## src/rtl/adc_rd_pkg.sv

```systemverilog
package adc_rd_pkg;

  typedef enum logic [1:0] {
    ST_IDLE  = 2'd0,
    ST_CONV  = 2'd1,
    ST_SHIFT = 2'd2,
    ST_RECOV = 2'd3
  } rd_state_t;

endpackage

```

## src/rtl/adc_sclk_gen.sv

```systemverilog
module adc_sclk_gen #(
  parameter int DIV_HALF = 24
) (
  input  logic clk,
  input  logic rst,
  input  logic run_i,
  output logic sclk_o,
  output logic rise_o,
  output logic fall_o
);

  localparam int DC_W = (DIV_HALF > 2) ? $clog2(DIV_HALF) : 1;
  localparam logic [DC_W-1:0] DC_LAST = DC_W'(DIV_HALF - 1);

  logic [DC_W-1:0] dcnt;
  logic            flip;

  assign flip   = run_i && (dcnt == DC_LAST);
  assign rise_o = flip && !sclk_o;
  assign fall_o = flip && sclk_o;

  always_ff @(posedge clk) begin
    if (rst || !run_i) begin
      dcnt   <= '0;
      sclk_o <= 1'b0;
    end else if (flip) begin
      dcnt   <= '0;
      sclk_o <= ~sclk_o;
    end else begin
      dcnt   <= dcnt + 1'b1;
    end
  end

endmodule

```

## src/rtl/adc_eoc_det.sv

```systemverilog
module adc_eoc_det #(
  parameter int CONV_TMO = 760
) (
  input  logic clk,
  input  logic rst,
  input  logic arm_i,
  input  logic sdi_i,
  output logic sdi_q,
  output logic eoc_o,
  output logic tmo_o
);

  localparam int TC_W = $clog2(CONV_TMO + 1);
  localparam logic [TC_W-1:0] TC_LAST = TC_W'(CONV_TMO - 1);

  logic            sdi_qq;
  logic [TC_W-1:0] tcnt;

  always_ff @(posedge clk) begin
    if (rst) begin
      sdi_q  <= 1'b0;
      sdi_qq <= 1'b0;
    end else begin
      sdi_q  <= sdi_i;
      sdi_qq <= sdi_q;
    end
  end

  always_ff @(posedge clk) begin
    if (rst || !arm_i) begin
      tcnt <= '0;
    end else if (tcnt != TC_LAST) begin
      tcnt <= tcnt + 1'b1;
    end
  end

  assign eoc_o = arm_i && sdi_q && !sdi_qq;
  assign tmo_o = arm_i && (tcnt == TC_LAST);

endmodule

```

## src/rtl/adc_frame_shift.sv

```systemverilog
module adc_frame_shift #(
  parameter int FRAME_W = 13
) (
  input  logic               clk,
  input  logic               rst,
  input  logic               clr_i,
  input  logic               smp_i,
  input  logic               bit_i,
  output logic [FRAME_W-1:0] frame_o
);

  logic [FRAME_W-1:0] pos;

  always_ff @(posedge clk) begin
    if (rst || clr_i) begin
      pos <= {1'b1, {(FRAME_W-1){1'b0}}};
    end else if (smp_i) begin
      pos <= pos >> 1;
    end
  end

  for (genvar i = 0; i < FRAME_W; i++) begin : g_cap
    always_ff @(posedge clk) begin
      if (rst || clr_i) begin
        frame_o[i] <= 1'b0;
      end else if (smp_i && pos[i]) begin
        frame_o[i] <= bit_i;
      end
    end
  end

endmodule

```

## src/rtl/adc_rd_ctrl.sv

```systemverilog
module adc_rd_ctrl
  import adc_rd_pkg::*;
#(
  parameter int DATA_W   = 10,
  parameter int SUB_W    = 2,
  parameter int DIV_HALF = 24,
  parameter int CONV_TMO = 760,
  parameter int ACQ_WAIT = 150
) (
  input  logic              clk,
  input  logic              rst,
  input  logic              start_i,
  input  logic              mode16_i,
  input  logic              abort_i,
  input  logic              sdi_i,
  output logic              cs_n_o,
  output logic              sclk_o,
  output logic              done_o,
  output logic [DATA_W-1:0] result_o,
  output logic [SUB_W-1:0]  sub_o,
  output logic              frame_err_o
);

  localparam int FRAME_W    = 1 + DATA_W + SUB_W;
  localparam int SHORT_CLKS = 1 + DATA_W;
  localparam int LONG_CLKS  = ((FRAME_W + 7) / 8) * 8;
  localparam int CNT_W      = $clog2(LONG_CLKS + 1);
  localparam int ACQ_CW     = $clog2(ACQ_WAIT + 1);
  localparam logic [CNT_W-1:0]  LAST_SHORT = CNT_W'(SHORT_CLKS - 1);
  localparam logic [CNT_W-1:0]  LAST_LONG  = CNT_W'(LONG_CLKS - 1);
  localparam logic [ACQ_CW-1:0] ACQ_LAST   = ACQ_CW'(ACQ_WAIT - 1);

  rd_state_t          state;
  logic               long_q;
  logic [CNT_W-1:0]   fall_cnt;
  logic [ACQ_CW-1:0]  acq_cnt;
  logic               sc_rise, sc_fall, last_fall;
  logic               sdi_s, eoc, tmo;
  logic [FRAME_W-1:0] frame;

  adc_sclk_gen #(.DIV_HALF(DIV_HALF)) u_sclk (
    .clk    (clk),
    .rst    (rst),
    .run_i  (state == ST_SHIFT),
    .sclk_o (sclk_o),
    .rise_o (sc_rise),
    .fall_o (sc_fall)
  );

  adc_eoc_det #(.CONV_TMO(CONV_TMO)) u_eoc (
    .clk   (clk),
    .rst   (rst),
    .arm_i (state == ST_CONV),
    .sdi_i (sdi_i),
    .sdi_q (sdi_s),
    .eoc_o (eoc),
    .tmo_o (tmo)
  );

  adc_frame_shift #(.FRAME_W(FRAME_W)) u_shift (
    .clk     (clk),
    .rst     (rst),
    .clr_i   (state == ST_CONV),
    .smp_i   (sc_rise),
    .bit_i   (sdi_s),
    .frame_o (frame)
  );

  assign last_fall = sc_fall && (fall_cnt == (long_q ? LAST_LONG : LAST_SHORT));

  always_ff @(posedge clk) begin
    if (rst) begin
      state       <= ST_IDLE;
      cs_n_o      <= 1'b1;
      done_o      <= 1'b0;
      frame_err_o <= 1'b0;
      result_o    <= '0;
      sub_o       <= '0;
      long_q      <= 1'b0;
      fall_cnt    <= '0;
      acq_cnt     <= '0;
    end else begin
      done_o      <= 1'b0;
      frame_err_o <= 1'b0;
      case (state)
        ST_IDLE: begin
          if (start_i) begin
            cs_n_o <= 1'b0;
            long_q <= mode16_i;
            state  <= ST_CONV;
          end
        end
        ST_CONV: begin
          if (abort_i) begin
            cs_n_o  <= 1'b1;
            acq_cnt <= '0;
            state   <= ST_RECOV;
          end else if (eoc || tmo) begin
            fall_cnt <= '0;
            state    <= ST_SHIFT;
          end
        end
        ST_SHIFT: begin
          if (last_fall) begin
            cs_n_o      <= 1'b1;
            done_o      <= 1'b1;
            result_o    <= frame[FRAME_W-2 -: DATA_W];
            sub_o       <= frame[SUB_W-1:0];
            frame_err_o <= ~frame[FRAME_W-1];
            acq_cnt     <= '0;
            state       <= ST_RECOV;
          end else if (sc_fall) begin
            fall_cnt <= fall_cnt + 1'b1;
          end
        end
        ST_RECOV: begin
          if (acq_cnt == ACQ_LAST) begin
            state <= ST_IDLE;
          end else begin
            acq_cnt <= acq_cnt + 1'b1;
          end
        end
        default: state <= ST_IDLE;
      endcase
    end
  end

endmodule

```

## config.mk

```make
export PLATFORM = sky130hd
export DESIGN_NAME = adc_rd_ctrl
export DESIGN_NICKNAME = d
export VERILOG_FILES = /design/src/rtl/adc_rd_pkg.sv /design/src/rtl/adc_sclk_gen.sv /design/src/rtl/adc_eoc_det.sv /design/src/rtl/adc_frame_shift.sv /design/src/rtl/adc_rd_ctrl.sv
export SDC_FILE = /design/constraint.sdc
export NUM_CORES = 1
export LEC_CHECK = 0
export CORE_MARGIN = 4
export CORE_UTILIZATION = 52
export CTS_CLUSTER_SIZE = 25
export DETAILED_ROUTE_END_ITERATION = 10
export DONT_BUFFER_PORTS = 1
export PLACE_DENSITY = 0.75
export RECOVER_POWER = 50
export SLEW_MARGIN = 15
export SYNTH_ARGS = -nofsm -noshare
export SYNTH_HDL_FRONTEND = slang
export SYNTH_HIERARCHICAL = 1
export SYNTH_SLANG_ARGS = --single-unit
```

## constraint.sdc

```tcl
create_clock -name clk -period 3.1 [get_ports clk]
set_input_delay 0.31 -clock clk [delete_from_list [all_inputs] [get_ports clk]]
set_output_delay 0.31 -clock clk [all_outputs]
set_load 0.005 [all_outputs]
```

==> impl_metrics.env <==
export IMPL_status="finished clean"
export IMPL_synth_simple_area_share_pct=20.5
export IMPL_synth_area_sq_um=3430
export IMPL_nNetsFinal=371
export IMPL_grt_pass1_wl_um=10500
export IMPL_die_w_um=89.2
export IMPL_vdd_ir_drop_max_mv=0.505
export IMPL_antenna_found_initial=0
export IMPL_slew_violations=0
export IMPL_synth_area_leader_cell="dfxtp_1"
export IMPL_whs_path_depth=1
export IMPL_synth_compound_area_share_pct=17.7
export IMPL_path_cells="ha_1 > and4b_1 > and3_1 > and4b_1 > o211ai_2 > nand3_1 > xor2_1 > nor2_1"
export IMPL_clock_tree_buffer_depth=2
export IMPL_critPathRequiredTime_ns=3.33
export IMPL_syn_inst=355
export IMPL_place_ws_ns=0.628
export IMPL_slowest_stage="o211ai_2"
export IMPL_synth_top_area_share_pct=43.8
export IMPL_gp_congestion=0.808
export IMPL_synthAdderAreaFrac_pct=4.02
export IMPL_maxCapViolCount=0
export IMPL_port_buffers=0
export IMPL_core_sq_um=6390
export IMPL_end_kind="flip-flop"
export IMPL_yosysSeqAreaShare_pct=43.8
export IMPL_drive_gt1_share_pct=12.8
export IMPL_syn_avg_cell_area_sq_um=9.65
export IMPL_ys_types=60
export IMPL_setup_viol=0
export IMPL_synthXorXnorAreaFrac_pct=1.53
export IMPL_start_kind="flip-flop"
export IMPL_cts_max_level=3
export IMPL_maxSlewHeadroom_pct=26.1
export IMPL_dr_pass1_iters=4
export IMPL_fp_row_count=29
export IMPL_ys_ff_latch=75
export IMPL_die_area_sq_um=7950
export IMPL_p_per_area_nw_per_um2=643
export IMPL_yosys_warnings=6
export IMPL_finalClockSkew_ns=0.0120
export IMPL_vias_per_cell=5.67
export IMPL_fin_crit_sh_pct=81.5
export IMPL_post_route_min_period_ns=2.53
export IMPL_vias=2468
export IMPL_worstMarginPinSlew_ns=1.11
export IMPL_antenna_left=0
export IMPL_cts_sinks=75
export IMPL_path_class="reg -> reg"
export IMPL_wirelength_um=6320
export IMPL_synth_area_leaders="dfxtp_1, mux2i_1, nor2_1"
export IMPL_synth_edf_count=0
export IMPL_setup_tns_final_ns=0
export IMPL_track_usage_pct=17.0
export IMPL_route_detailed_drc=0
export IMPL_n_fill_cell=563
export IMPL_dominantRegCellSynth="dfxtp_1"
export IMPL_grt_overflow_total=0
export IMPL_p_leak_nw=1.32
export IMPL_cts_resized=0
export IMPL_clkTransAtPathRegs_ns=0.08
export IMPL_insertion_delay_ns=0.35
export IMPL_cts_root_buf="clkbuf_8"
export IMPL_start_util_pct=53.7
export IMPL_crit_arrival_ns=2.76
export IMPL_hp_class="in -> reg"
export IMPL_setup_ws_ns=0.572
export IMPL_first_iter_violations=123
export IMPL_pin_count=22
export IMPL_num_antenna_cells=0
export IMPL_cts_buffers=9
export IMPL_regArea_sq_um=1500
export IMPL_total_power_mw=2.33
export IMPL_rsz0062_at_grt="no"
export IMPL_synthToLayoutAreaGrowth_pct=5.88
export IMPL_grt_max_degree=40
export IMPL_dp_hpwl_um=4020
export IMPL_muxShareOfSynthArea_pct=8.18
export IMPL_crit_top_cell="and4b_1"
export IMPL_async_reset_ff_share_pct=0
export IMPL_synth_nets=372
export IMPL_die_y_um=89.2
export IMPL_finalHoldViolCount=0
export IMPL_synth_top_family_by_area="simple AND/OR/NAND/NOR gates"
export IMPL_grt_pass1_vias=2224
export IMPL_cts_tree="yes"
export IMPL_fmaxAchievable_ghz=0.396
export IMPL_multiInputGateArea_sq_um=1760
export IMPL_max_stage_delay_ns=0.47
export IMPL_wl_per_cell_um=14.5
export IMPL_reg2regPathDepth=8
export IMPL_cp_max_fo=17
==> worst max-delay path: cells and delay by family (launching register included) <==
family	cells	cell delay (ns)
xor gates and xnor gates	1	0.16
AOI/OAI and AO/OA	1	0.47
adders and majority gates	1	0.24
and+or+nand+nor	5	1.18
DFF	1	0.36
==> placed cells by master, fill, tap and decap left out, types with 3 or more instances in the layout <==
| cell | instances |
|---|---|
| inv_1 | 6 |
| nor2_1 | 37 |
| nand2_1 | 19 |
| a21bo_2 | 13 |
| xor2_1 | 4 |
| dfxtp_1 | 75 |
| nor3_1 | 5 |
| ha_1 | 11 |
| nor2b_1 | 5 |
| mux2i_1 | 28 |
| a21oi_1 | 26 |
| o21ai_1 | 4 |
| nand4_1 | 4 |
| inv_6 | 4 |
| o21ai_0 | 7 |
| nand2b_1 | 6 |
| or3_1 | 8 |
| a21oi_2 | 3 |
| or4_1 | 3 |
| and3_1 | 3 |
| o31ai_1 | 4 |
| nand3_1 | 24 |
| clkbuf_8 | 9 |
==> routing by layer <==
layer	up-vias	GRT usage (%)	share of wire [%]
li1	1268	-	-
met1	1150	23.3	48
met2	45	24.8	45
met3	5	5.16	5.1
met4	0	7.44	1.0
met5	-	0	0
==> layout make-up <==
| cell class | count | area share [%] |
|---|---|---|
| inverters | 7 | 0.724 |
| flip-flops and latches | 75 | 41.4 |
| multi-input cells | 257 | 48.4 |
| repair buffers | 4 | 0.793 |
| clock inverters | 6 | 2.62 |
| clock buffers | 9 | 3.41 |
| well taps | 77 | 2.66 |
==> registers in the layout, summed over array words and instances (netlist names), 5 cells and up <==
| register | cells |
|---|---|
| acq_cnt | 8 |
| fall_cnt | 5 |
| result_o | 10 |
| u_eoc/tcnt | 10 |
| u_sclk/dcnt | 5 |
| u_shift/frame_o | 13 |
| u_shift/pos | 13 |
==> cell families after synthesis <==
logic type,Yosys count
DFF,75
and+or+nand+nor,134
muxes,28
AOI/OAI and AO/OA,78
buffers and inverters,23
adders and majority gates,11
xor gates and xnor gates,6
==> metrics by stage <==
stage	area [sq um]	utilization [%]	instances	hold WS, ns
global placement	3430	53.7	418	0.380
floorplan	3430	-	355	0.382
detailed placement	3430	53.7	418	0.382
finish	3630	56.8	435	0.0211
global route	3630	56.8	435	0.000242
CTS	3660	57.3	434	0.00100
==> cells in the mapped netlist (2+ instances only) <==
library cell / instances
a21bo_2: 13
a21o_1: 2
a21oi_1: 21
a21oi_2: 8
and2_1: 2
and3_1: 3
and4b_1: 2
buf_2: 4
buf_4: 5
buf_6: 3
clkbuf_1: 3
dfxtp_1: 75
ha_1: 11
inv_1: 6
mux2i_1: 28
nand2_1: 19
nand2_2: 2
nand2b_1: 6
nand3_1: 24
nand4_1: 4
nand4b_1: 2
nor2_1: 38
nor2b_1: 5
nor3_1: 5
nor3_2: 2
o21a_1: 2
o21ai_0: 6
o21ai_1: 5
o31ai_1: 4
o32ai_1: 2
or3_1: 8
or4_1: 3
xnor2_1: 2
xor2_1: 4
==> where the power goes <==
part | total [mW] | switching [mW] | internal [mW]
Clock | 0.843 | 0.382 | 0.460
Combinational | 0.460 | 0.289 | 0.171
Sequential | 1.03 | 0.0369 | 0.995
==> path summary, 6_finish.rpt <==
| kind | from | endpoint | slack [ns] |
|---|---|---|---|
| worst max-delay path | u_sclk/dcnt[0]$_SDFF_PP0_ | fall_cnt[2]$_SDFFE_PP0P_ | 0.57 |
| worst min-delay path | rst | fall_cnt[1]$_SDFFE_PP0P_ | 0.02 |
| worst max register to register | u_sclk/dcnt[0]$_SDFF_PP0_ | fall_cnt[2]$_SDFFE_PP0P_ | 0.57 |
| worst min register to register | u_shift/frame_o[12]$_SDFFE_PP0P_ | frame_err_o$_SDFF_PP0_ | 0.45 |
==> repair_timing <==
action | 4_1_cts | 5_1_grt
endpoints found under the setup margin | 0 | 0
hold endpoints to repair | 10 | 2
hold buffers | 1 | 1
buffers inserted | 0 | 0
Power figures use the tool's default switching activity.
